==> src/rtl/sbm_pkg.sv <==
package sbm_pkg;

    typedef enum logic [3:0] {
        C_DESL  = 4'd0,
        C_NOP   = 4'd1,
        C_BST   = 4'd2,
        C_READ  = 4'd3,
        C_WRITE = 4'd4,
        C_ACT   = 4'd5,
        C_PRE   = 4'd6,
        C_REF   = 4'd7,
        C_MRS   = 4'd8
    } cmd_e;

    typedef enum logic [2:0] {
        S_IDLE   = 3'd0,
        S_ACTIVE = 3'd1,
        S_WREC   = 3'd2,
        S_WRECAP = 3'd3,
        S_PRECHG = 3'd4,
        S_REFSH  = 3'd5,
        S_MRSACC = 3'd6
    } bstate_e;

    function automatic cmd_e decode_pins(input logic cs_n, input logic ras_n,
                                         input logic cas_n, input logic we_n);
        cmd_e c;
        if (cs_n) begin
            c = C_DESL;
        end else begin
            case ({ras_n, cas_n, we_n})
                3'b111:  c = C_NOP;
                3'b110:  c = C_BST;
                3'b101:  c = C_READ;
                3'b100:  c = C_WRITE;
                3'b011:  c = C_ACT;
                3'b010:  c = C_PRE;
                3'b001:  c = C_REF;
                default: c = C_MRS;
            endcase
        end
        return c;
    endfunction

    function automatic logic is_quiet(input cmd_e c);
        return (c == C_DESL) || (c == C_NOP) || (c == C_BST);
    endfunction

    function automatic logic cmd_allowed(input bstate_e s, input cmd_e c);
        logic ok;
        case (s)
            S_IDLE:   ok = !((c == C_READ) || (c == C_WRITE));
            S_ACTIVE: ok = !((c == C_ACT) || (c == C_REF) || (c == C_MRS));
            S_WREC:   ok = is_quiet(c) || (c == C_READ) || (c == C_WRITE);
            S_WRECAP: ok = is_quiet(c);
            S_PRECHG: ok = is_quiet(c) || (c == C_PRE);
            S_REFSH:  ok = is_quiet(c);
            S_MRSACC: ok = (c == C_DESL) || (c == C_NOP);
            default:  ok = 1'b0;
        endcase
        return ok;
    endfunction

    function automatic logic is_timed(input bstate_e s);
        return (s == S_WREC) || (s == S_WRECAP) || (s == S_PRECHG) ||
               (s == S_REFSH) || (s == S_MRSACC);
    endfunction

    function automatic bstate_e exit_of(input bstate_e s);
        bstate_e n;
        case (s)
            S_WREC:   n = S_ACTIVE;
            S_WRECAP: n = S_PRECHG;
            default:  n = S_IDLE;
        endcase
        return n;
    endfunction

endpackage

==> src/rtl/sbm_decode.sv <==
module sbm_decode
    import sbm_pkg::*;
#(
    parameter int BA_W     = 2,
    parameter int BANK_IDX = 0
) (
    input  logic            cs_n,
    input  logic            ras_n,
    input  logic            cas_n,
    input  logic            we_n,
    input  logic [BA_W-1:0] ba,
    input  logic            a10,
    output cmd_e            cmd,
    output logic            hit
);
    logic bank_scoped;

    always_comb begin
        cmd = decode_pins(cs_n, ras_n, cas_n, we_n);
        bank_scoped = (cmd == C_READ) || (cmd == C_WRITE) || (cmd == C_ACT) ||
                      ((cmd == C_PRE) && !a10);
        hit = bank_scoped ? (ba == BA_W'(BANK_IDX)) : 1'b1;
    end
endmodule

==> src/rtl/sbm_timer.sv <==
module sbm_timer #(
    parameter int CNT_W = 4
) (
    input  logic             clk,
    input  logic             rst,
    input  logic             load,
    input  logic [CNT_W-1:0] load_val,
    output logic             expire
);
    logic [CNT_W-1:0] cnt;

    always_ff @(posedge clk) begin
        if (rst) begin
            cnt <= '0;
        end else if (load) begin
            cnt <= load_val;
        end else if (cnt != '0) begin
            cnt <= cnt - CNT_W'(1);
        end
    end

    assign expire = (cnt == CNT_W'(1));
endmodule

==> src/rtl/sbm_rules.sv <==
module sbm_rules
    import sbm_pkg::*;
#(
    parameter int CNT_W   = 4,
    parameter int WR_CYC  = 5,
    parameter int RDA_CYC = 6,
    parameter int T_RP    = 3,
    parameter int T_RC    = 7,
    parameter int T_MRD   = 2
) (
    input  bstate_e          state,
    input  cmd_e             cmd,
    input  logic             a10,
    input  logic             eval,
    input  logic             hit,
    input  logic             expire,
    output logic             illegal,
    output logic             change,
    output bstate_e          nxt,
    output logic             load,
    output logic [CNT_W-1:0] load_val
);
    logic ok;
    logic take;

    always_comb begin
        ok       = cmd_allowed(state, cmd);
        illegal  = eval && hit && !ok;
        take     = eval && hit && ok;
        change   = 1'b0;
        nxt      = state;
        load     = 1'b0;
        load_val = '0;

        if (expire && is_timed(state)) begin
            change = 1'b1;
            nxt    = exit_of(state);
            load   = 1'b1;
            load_val = (state == S_WRECAP) ? CNT_W'(T_RP) : '0;
        end

        if (take) begin
            case (state)
                S_IDLE: begin
                    if (cmd == C_ACT) begin
                        change = 1'b1; nxt = S_ACTIVE; load = 1'b1; load_val = '0;
                    end else if (cmd == C_REF) begin
                        change = 1'b1; nxt = S_REFSH; load = 1'b1; load_val = CNT_W'(T_RC);
                    end else if (cmd == C_MRS) begin
                        change = 1'b1; nxt = S_MRSACC; load = 1'b1; load_val = CNT_W'(T_MRD);
                    end
                end
                S_ACTIVE, S_WREC: begin
                    if (cmd == C_READ) begin
                        change = 1'b1; load = 1'b1;
                        nxt      = a10 ? S_PRECHG : S_ACTIVE;
                        load_val = a10 ? CNT_W'(RDA_CYC) : '0;
                    end else if (cmd == C_WRITE) begin
                        change = 1'b1; load = 1'b1;
                        nxt      = a10 ? S_WRECAP : S_WREC;
                        load_val = CNT_W'(WR_CYC);
                    end else if (cmd == C_PRE) begin
                        change = 1'b1; nxt = S_PRECHG; load = 1'b1; load_val = CNT_W'(T_RP);
                    end
                end
                default: ;
            endcase
        end
    end
endmodule

==> src/rtl/sdram_bank_monitor.sv <==
module sdram_bank_monitor
    import sbm_pkg::*;
#(
    parameter int BA_W      = 2,
    parameter int BANK_IDX  = 1,
    parameter int BURST_LEN = 4,
    parameter int T_DPL     = 2,
    parameter int T_RP      = 3,
    parameter int T_RC      = 7,
    parameter int T_MRD     = 2
) (
    input  logic            clk,
    input  logic            rst,
    input  logic            cke,
    input  logic            cs_n,
    input  logic            ras_n,
    input  logic            cas_n,
    input  logic            we_n,
    input  logic [BA_W-1:0] ba,
    input  logic            a10,
    output logic [2:0]      state_o,
    output logic            illegal_o,
    output logic [3:0]      cmd_o
);
    localparam int WR_CYC  = BURST_LEN - 1 + T_DPL;
    localparam int RDA_CYC = BURST_LEN - 1 + T_RP;
    localparam int MAX_A   = (WR_CYC > RDA_CYC) ? WR_CYC : RDA_CYC;
    localparam int MAX_B   = (T_RC > T_MRD) ? T_RC : T_MRD;
    localparam int MAX_CYC = (MAX_A > MAX_B) ? MAX_A : MAX_B;
    localparam int CNT_W   = $clog2(MAX_CYC + 1);

    bstate_e          state;
    bstate_e          nxt;
    cmd_e             cmd;
    logic             hit;
    logic             cke_q;
    logic             expire;
    logic             change;
    logic             load;
    logic [CNT_W-1:0] load_val;
    logic             illegal;

    sbm_decode #(.BA_W(BA_W), .BANK_IDX(BANK_IDX)) u_dec (
        .cs_n(cs_n), .ras_n(ras_n), .cas_n(cas_n), .we_n(we_n),
        .ba(ba), .a10(a10), .cmd(cmd), .hit(hit)
    );

    sbm_rules #(
        .CNT_W(CNT_W), .WR_CYC(WR_CYC), .RDA_CYC(RDA_CYC),
        .T_RP(T_RP), .T_RC(T_RC), .T_MRD(T_MRD)
    ) u_rules (
        .state(state), .cmd(cmd), .a10(a10), .eval(cke_q), .hit(hit),
        .expire(expire), .illegal(illegal), .change(change), .nxt(nxt),
        .load(load), .load_val(load_val)
    );

    sbm_timer #(.CNT_W(CNT_W)) u_tmr (
        .clk(clk), .rst(rst), .load(load), .load_val(load_val), .expire(expire)
    );

    always_ff @(posedge clk) begin
        if (rst) begin
            state <= S_IDLE;
            cke_q <= 1'b0;
        end else begin
            cke_q <= cke;
            if (change) state <= nxt;
        end
    end

    assign state_o   = state;
    assign illegal_o = illegal;
    assign cmd_o     = cmd;
endmodule

==> config.mk <==
export PLATFORM = sky130hd
export DESIGN_NAME = sdram_bank_monitor
export DESIGN_NICKNAME = d
export VERILOG_FILES = /design/src/rtl/sbm_pkg.sv /design/src/rtl/sbm_decode.sv /design/src/rtl/sbm_timer.sv /design/src/rtl/sbm_rules.sv /design/src/rtl/sdram_bank_monitor.sv
export SDC_FILE = /design/constraint.sdc
export NUM_CORES = 1
export LEC_CHECK = 0
export BUFFER_PORTS_ARGS = -buffer_cell sky130_fd_sc_hd__buf_2
export CORE_MARGIN = 2
export CORE_UTILIZATION = 40
export DETAILED_ROUTE_END_ITERATION = 6
export SETUP_SLACK_MARGIN = 0.1
export SLEW_MARGIN = 20
export SYNTH_ARGS = -nofsm -noshare
export SYNTH_HDL_FRONTEND = slang
export SYNTH_SLANG_ARGS = --single-unit
==> constraint.sdc <==
create_clock -name clk -period 2.6 [get_ports clk]
set_input_delay 0.78 -clock clk [delete_from_list [all_inputs] [get_ports clk]]
set_output_delay 0.78 -clock clk [all_outputs]
set_load 0.03 [all_outputs]
==> impl_metrics.csv, run 1 <==
group,metric,value,unit
power,power.share.combinational,55.8,%
logic_synthesis,synth.lib_cells_used.distinct,47,
clock_network,cts.repair_timing.setup_buffer_count,0,
clock_network,clock-sinks,7,
global_route,grt_start_max_net_pins,13,
floorplanning,core_area,2190,µm²
power,ir_drop,315,µV
worst_setup_path,timing.reg2reg.setup_slack,420,ps
power,power.share.switching,41.4,%
worst_setup_path,critical_path_class,"input pin to primary output",
clock_network,cts_hold_buf,0,
global_route,global_route_wire_length_before_repair,4.15,mm
worst_setup_path,worstPathMaxFanout,3,
worst_setup_path,setup.worst_path.end_class,"primary output",
clock_network,clk_latency,260,ps
cells_and_area,layoutNonFillerInstCount,179,
placement,place_hpwl,1.92,mm
logic_synthesis,synth-async-reset-ratio,0,%
logic_synthesis,post_synth.cell_area_avg,7.52,µm²
power,share_of_power_burned_in_the_clock_network,17.4,%
detailed_routing,route.detailed.wl_per_inst,13.4,µm
power,static_leakage,0.515,nW
power,power.density,515,nW/µm²
worst_setup_path,cp_data_arrival_time,1850,ps
cells_and_area,syn2layout_area_growth,26.8,%
cells_and_area,final_nets,165,
placement,buffer_ports.inserted,17,
logic_synthesis,synth_top_flop_cell,"sky130_fd_sc_hd__dfxtp_1",
timing,hold_viol,0,
timing,maxClockFrequency,380,MHz
clock_network,clk_pin_slew_worst_paths,50,ps
outcome,run_status,"finished, violations left",
detailed_routing,avgViaCountPerCell,5.69,
floorplanning,floorplan.die.width,51.7,µm
outcome,failing_checks,"setup timing",
hold_path,hold_path.class,"register to register",
power,sequentialPowerShare,26.8,%
clock_network,ctsHtreeMaxLevel,1,
timing,max-slew-margin-rel,65.3,%
placement,routabilityCongestion,0.881,
detailed_routing,routed_wirelength,2.40,mm
detailed_routing,drt_iter0_drc,28,
cells_and_area,insertedDiodeCount,0,
logic_synthesis,synth.top_cells.by_count,"11 x sky130_fd_sc_hd__nand2b_1, 11 x sky130_fd_sc_hd__nor2_1, 7 x sky130_fd_sc_hd__dfxtp_1",
timing,worst_pin_slew,515,ps
floorplanning,initial_core_utilization,41.5,%
worst_setup_path,required,1820,ps
global_route,grt.overflow.total,0,
placement,post-place-cells,175,
logic_synthesis,syn-instance-count,121,
global_route,grt_pass1_vias,944,
timing,finalCriticalPeriod,2630,ps
logic_synthesis,synth-edff-count,0,
detailed_routing,detailedRoute.firstPassIterationCount,4,
logic_synthesis,synth-seq-area-share,15.4,%
timing,final.hold.worst_slack,597,ps
cells_and_area,drive_gt1_share,29.8,%
logic_synthesis,syn_nets,134,
clock_network,cts-root-to-sink-buffers,2,
floorplanning,floorplan.rows,17,
power,power_report.internal_total,349,µW
floorplanning,ios,18,
clock_network,buffer_type_at_the_clock_tree_root,"sky130_fd_sc_hd__clkbuf_4",
global_route,grt.total_usage,20.3,%
worst_setup_path,worstSetupStartpointType,"input pin",
logic_synthesis,post-synth-top-area-cell,"sky130_fd_sc_hd__dfxtp_1",
detailed_routing,detail_route.drc_violations,0,
job,max-cap-violations,0,
timing,worst_slack,-34.6,ps
logic_synthesis,ys_warn_count,0,
power,p_sw,246,µW
detailed_routing,dr_total_vias,1019,
logic_synthesis,synth-seq-cells,7,
floorplanning,die-area,2670,µm²
clock_network,number_of_buffers_added_by_the_clock_tree_synthesis_step,3,
detailed_routing,drt_antenna_net_count,0,
floorplanning,dieHeight,51.7,µm
timing,clock_skew,6.28,ps
logic_synthesis,top_area_cell_type_share_of_the_netlist_area,15.4,%
logic_synthesis,mappedNetlistArea,910,µm²
clock_network,clock_tree_from_tritoncts,"done",
timing,fin_crit_sh,101,%
global_route,grt_antenna_before_repair,0,
timing,setup_viol,1,
logic_synthesis,area_contributors_post_synth,"sky130_fd_sc_hd__dfxtp_1 15%, sky130_fd_sc_hd__nand2b_1 7.6%, sky130_fd_sc_hd__nor2_1 4.5%",
timing,number_of_max_slew_violations_in_the_final_report,0,
timing,rsz0062_at_grt,"yes",
layout make-up:
| class | count | area [µm²] |
|---|---|---|
| Clock buffer | 4 | 26.3 |
| Multi-Input combinational cell | 101 | 712 |
| Tap cell | 28 | 35.0 |
| Timing Repair Buffer | 33 | 218 |
| Sequential cell | 7 | 140 |
| Fill cell | 221 | 1040 |
| Inverter | 6 | 22.5 |
worst paths after layout:
check,start,endpoint,cells past startpoint
min reg2reg,u_tmr.cnt[2],u_tmr.cnt[2],2
max reg2reg,state_o[2],u_tmr.cnt[1],6
min,u_tmr.cnt[2],u_tmr.cnt[2],2
max,we_n,illegal_o,7
state kept, by name, summed over array words and instances (netlist names):
signal,flops
u_tmr.cnt,3
cke_q,1
state_o,3
cell families (layout without fill, tap and decap cells):
family | after synthesis | after routing | share of synthesized area, %
compound gates | 40 | 40 | 34.5
mux | 2 | 2 | 2.20
xor+xnor | 3 | 3 | 2.89
simple gates | 53 | 53 | 33.0
fa+ha+maj | 3 | 3 | 4.13
buf+inv | 13 | 43 | 7.84
flops | 7 | 7 | 15.4
through the flow:
| stage | setup slack [ps] | instance area [µm²] | power [mW] | TNS, ps | utilization [%] |
|---|---|---|---|---|---|
| after CTS | -43.1 | 1150 | 0.593 | -43.1 | 52.4 |
| after global placement | -89.9 | 1110 | 0.479 | -89.9 | 50.7 |
| after floorplan | -50.9 | 918 | 0.408 | -50.9 | - |
| after detailed placement | -87.5 | 1110 | 0.490 | -87.5 | 50.7 |
| final | -34.6 | 1150 | 0.595 | -34.6 | 52.7 |
| after global routing | -101 | 1150 | 0.649 | -101 | 52.7 |
cell usage in the layout (no fill, tap or decap), types with 3 or more instances in the layout:
cell	count
sky130_fd_sc_hd__o21ai_0	6
sky130_fd_sc_hd__clkbuf_4	3
sky130_fd_sc_hd__buf_4	16
sky130_fd_sc_hd__buf_2	15
sky130_fd_sc_hd__nor2b_1	5
sky130_fd_sc_hd__o21a_1	4
sky130_fd_sc_hd__o211a_1	3
sky130_fd_sc_hd__nor3_1	4
sky130_fd_sc_hd__dfxtp_1	7
sky130_fd_sc_hd__o21ai_1	3
sky130_fd_sc_hd__nand2b_1	11
sky130_fd_sc_hd__nand3_1	5
sky130_fd_sc_hd__nand2_1	5
sky130_fd_sc_hd__nor2_1	11
sky130_fd_sc_hd__inv_1	6
sky130_fd_sc_hd__a21oi_1	4
sky130_fd_sc_hd__ha_1	3
repair_timing:
| item | CTS | global route |
|---|---|---|
| endpoints found under the setup margin | 1 | 1 |
| cloned | 0 | 0 |
| gates resized for setup | 3 | 1 |
worst max-delay path, stage by stage:
cell and delay (ps):
sky130_fd_sc_hd__buf_6 100, sky130_fd_sc_hd__or2b_1 210, sky130_fd_sc_hd__o211a_1 130, sky130_fd_sc_hd__o41ai_2 230, sky130_fd_sc_hd__nand2b_1 150, sky130_fd_sc_hd__nor2b_4 130, sky130_fd_sc_hd__buf_6 130
power groups by stage:
stage	registers [mW]	logic, mW	clock network, mW
2_1_floorplan	0.158	0.250	0
3_3_place_gp	0.161	0.318	0
3_5_place_dp	0.162	0.329	0
4_1_cts	0.159	0.332	0.102
5_1_grt	0.164	0.377	0.108
6_report	0.159	0.332	0.103
layer usage:
metal	routed length, µm	GRT usage, %
met2	1080	31.8
met4	72	7.46
met5	0	0
met1	1090	27.8
met3	158	3.16
Power figures use the tool's default switching activity.
==> run 2, diff against run 1 <==
Settings changed: CAP_MARGIN from default to 20, SYNTH_HIERARCHICAL from default to 1.
==> impl_metrics.csv, run 2 <==
group,metric,value,unit
cells_and_area,mostFrequentLayoutCells,"36 x sky130_fd_sc_hd__buf_4, 19 x sky130_fd_sc_hd__buf_6, 10 x sky130_fd_sc_hd__buf_2",
detailed_routing,drt_iter0_drc,90,
power,static_leakage,0.857,nW
cells_and_area,multi_input_area,1310,µm²
logic_synthesis,synth_adder_area_share,7.28,%
clock_network,clk_latency,250,ps
detailed_routing,detailedRoute.firstPassIterationCount,6,
clock_network,cts-root-to-sink-buffers,2,
cells_and_area,flip_flop_and_latch_area,140,µm²
logic_synthesis,ys_warn_count,6,
logic_synthesis,syn-instance-count,162,
detailed_routing,dr_total_vias,1593,
job,max-cap-violations,0,
logic_synthesis,synth.top_cells.by_count,"11 x sky130_fd_sc_hd__a21oi_1, 11 x sky130_fd_sc_hd__nand2_1, 11 x sky130_fd_sc_hd__nor2_1, 11 x sky130_fd_sc_hd__nor2b_1",
timing,rsz0062_at_grt,"yes",
cells_and_area,final_nets,240,
worst_setup_path,cp_data_arrival_time,2680,ps
timing,fin_crit_sh,133,%
outcome,run_status,"finished, violations left",
logic_synthesis,syn_nets,179,
detailed_routing,routed_wirelength,4.83,mm
clock_network,buffer_type_at_the_clock_tree_root,"sky130_fd_sc_hd__clkbuf_4",
cells_and_area,layoutNonFillerInstCount,253,
worst_setup_path,required,1820,ps
placement,routabilityCongestion,0.848,
logic_synthesis,post-synth-top-area-cell,"sky130_fd_sc_hd__dfxtp_1",
logic_synthesis,synth-seq-cells,7,
timing,number_of_max_slew_violations_in_the_final_report,0,
global_route,global_route_wire_length_before_repair,7.66,mm
logic_synthesis,area_contributors_post_synth,"sky130_fd_sc_hd__dfxtp_1 12%, sky130_fd_sc_hd__ha_1 7.3%, sky130_fd_sc_hd__nor2b_1 5.7%",
cells_and_area,finish.utilization,76.2,%
logic_synthesis,synth_top_flop_cell,"sky130_fd_sc_hd__dfxtp_1",
detailed_routing,route.detailed.wl_per_inst,19.1,µm
placement,post-place-cells,229,
logic_synthesis,synth-async-reset-ratio,0,%
timing,final.hold.worst_slack,678,ps
floorplanning,ios,18,
global_route,grt_pass1_vias,1594,
global_route,grt.overflow.total,0,
timing,hold_viol,0,
clock_network,clock-sinks,7,
worst_setup_path,timing.reg2reg.worst_path_depth,10,
worst_setup_path,worstPathMaxFanout,3,
timing,setup_viol,9,
power,ir_drop,405,µV
worst_setup_path,timing.reg2reg.setup_slack,-110,ps
placement,dp_slack,-1010,ps
timing,finalCriticalPeriod,3460,ps
logic_synthesis,top_area_cell_type_share_of_the_netlist_area,11.6,%
floorplanning,floorplan.die.width,58.9,µm
logic_synthesis,synth-edff-count,0,
worst_setup_path,r2r_start,"state_o[0]",
timing,worst_pin_slew,916,ps
clock_network,clock_tree_from_tritoncts,"done",
worst_setup_path,critical_path_class,"input pin to primary output",
timing,max-slew-margin-rel,38.5,%
global_route,grt_antenna_before_repair,0,
timing,maxClockFrequency,289,MHz
timing,clock_skew,2.63,ps
placement,place_hpwl,2.80,mm
logic_synthesis,mappedNetlistArea,1200,µm²
detailed_routing,avgViaCountPerCell,6.30,
logic_synthesis,synth_top_family_by_area,"simple AND/OR/NAND/NOR gates",
worst_setup_path,setup.worst_path.end_class,"primary output",
detailed_routing,detail_route.drc_violations,1,
cells_and_area,insertedDiodeCount,0,
floorplanning,floorplan.rows,19,
logic_synthesis,yosys.area_share.simple,37.8,%
logic_synthesis,synth-compound-area-share,29.7,%
cells_and_area,fillers,179,
cells_and_area,drive_gt1_share,55.0,%
logic_synthesis,synth.lib_cells_used.distinct,55,
timing,totalNegativeSetupSlack,-4630,ps
global_route,grt.total_usage,28.7,%
logic_synthesis,post_synth.cell_area_avg,7.43,µm²
hold_path,hold_path.class,"register to register",
cells_and_area,syn2layout_area_growth,77.5,%
worst_setup_path,worstSetupStartpointType,"input pin",
clock_network,clk_pin_slew_worst_paths,50,ps
clock_network,ctsHtreeMaxLevel,1,
detailed_routing,drt_antenna_net_count,0,
global_route,grt_start_max_net_pins,20,
logic_synthesis,muxShareOfSynthArea,3.33,%
floorplanning,initial_core_utilization,42.9,%
placement,buffer_ports.inserted,17,
power,power.density,345,nW/µm²
hold_path,worstHoldStart,"u_tmr/cnt[0]",
timing,worst_slack,-858,ps
outcome,failing_checks,"DRC, setup timing",
floorplanning,dieHeight,58.9,µm
clock_network,number_of_buffers_added_by_the_clock_tree_synthesis_step,3,
logic_synthesis,synth_area_in_xor_xnor,2.18,%
floorplanning,die-area,3460,µm²
hold_path,number_of_cells_traversed_by_the_worst_hold_path,2,
worst_setup_path,worstReg2RegEnd,"u_tmr/cnt[0]",
hold_path,timing.hold.worst_endpoint,"u_tmr/cnt[0]",
floorplanning,core_area,2810,µm²
logic_synthesis,synth-seq-area-share,11.6,%
cells_and_area,most_common_library_cell_in_the_layout_ignoring_fill_and_taps,"sky130_fd_sc_hd__buf_4",
run 2: changes by cell type after synthesis, sizes merged, moves of 4 or more:
cell    before  now
a21oi        4   11
nand2        5   11
o22ai        0    6
clkbuf       3    8
nand3        5    0
nor2b        6   11
nor4b        0    5
ha           3    7
nand2b      11    7
nor3b        0    4
run 2: per-stage QoR:
step	power [mW]	cell area, µm²
after floorplan	0.399	1340
after global placement	0.491	1640
after detailed placement	0.508	1640
after CTS	0.682	1980
after global routing	0.780	2140
final	0.737	2140
run 2: worst max-delay path, stage by stage:
cell and delay [ps]:
sky130_fd_sc_hd__buf_4 140, sky130_fd_sc_hd__inv_4 70, sky130_fd_sc_hd__ha_4 140, sky130_fd_sc_hd__nor2b_4 50, sky130_fd_sc_hd__nor3_4 300, sky130_fd_sc_hd__or4b_4 510
sky130_fd_sc_hd__a32o_2 250, sky130_fd_sc_hd__and2_4 160, sky130_fd_sc_hd__nor3_4 120, sky130_fd_sc_hd__buf_6 150
run 2: worst max-delay path by stage:
stage          start        end  slack, ps  cells past startpoint
2_1_floorplan  cas_n  illegal_o       -800                      8
3_3_place_gp   cas_n  illegal_o       -960                     12
3_5_place_dp   cas_n  illegal_o      -1010                     11
4_1_cts        cas_n  illegal_o       -810                     10
5_1_grt        cas_n  illegal_o       -910                     11
6_report        we_n  illegal_o       -860                     10
run 2: per-layer routing:
layer | global-route usage, % | wire, µm
met2 | 48.9 | 2410
met4 | 14.9 | 269
met3 | 3.52 | 342
met1 | 35.0 | 1800
met5 | 0 | 0
run 2: report_power, final:
group | total [mW] | internal [mW] | switching (mW) | leakage, nW
clock | 0.0977 | 0.0585 | 0.0392 | 0.0150
combinational | 0.482 | 0.248 | 0.234 | 0.784
sequential | 0.158 | 0.130 | 0.0277 | 0.0574
total | 0.737 | 0.436 | 0.301 | 0.857
run 2: timing repair:
| item | 4_1_cts | 5_1_grt |
|---|---|---|
| gates resized for setup | 40 | 36 |
| buffers inserted | 26 | 4 |
| gates cloned | 1 | 0 |
| endpoints found under the setup margin | 11 | 11 |
| pin swaps | 17 | 23 |
| hold buffers | 0 | 0 |
run 2: layout make-up:
cell class,instances,share of cell area (%)
well taps,31,1.81
multi-input cells,135,61.1
clock buffers,4,1.23
flip-flops and latches,7,6.56
repair buffers,68,27.6
inverters,8,1.70
run 2: kinds of logic (layout without fill, tap and decap cells):
| group | count (synthesis) | count (layout) |
|---|---|---|
| and+or+nand+nor | 72 | 72 |
| AOI/OAI and AO/OA | 48 | 49 |
| buffers and inverters | 21 | 80 |
| adders and majority gates | 7 | 7 |
| DFF | 7 | 7 |
| muxes | 4 | 4 |
| xor gates and xnor gates | 3 | 3 |
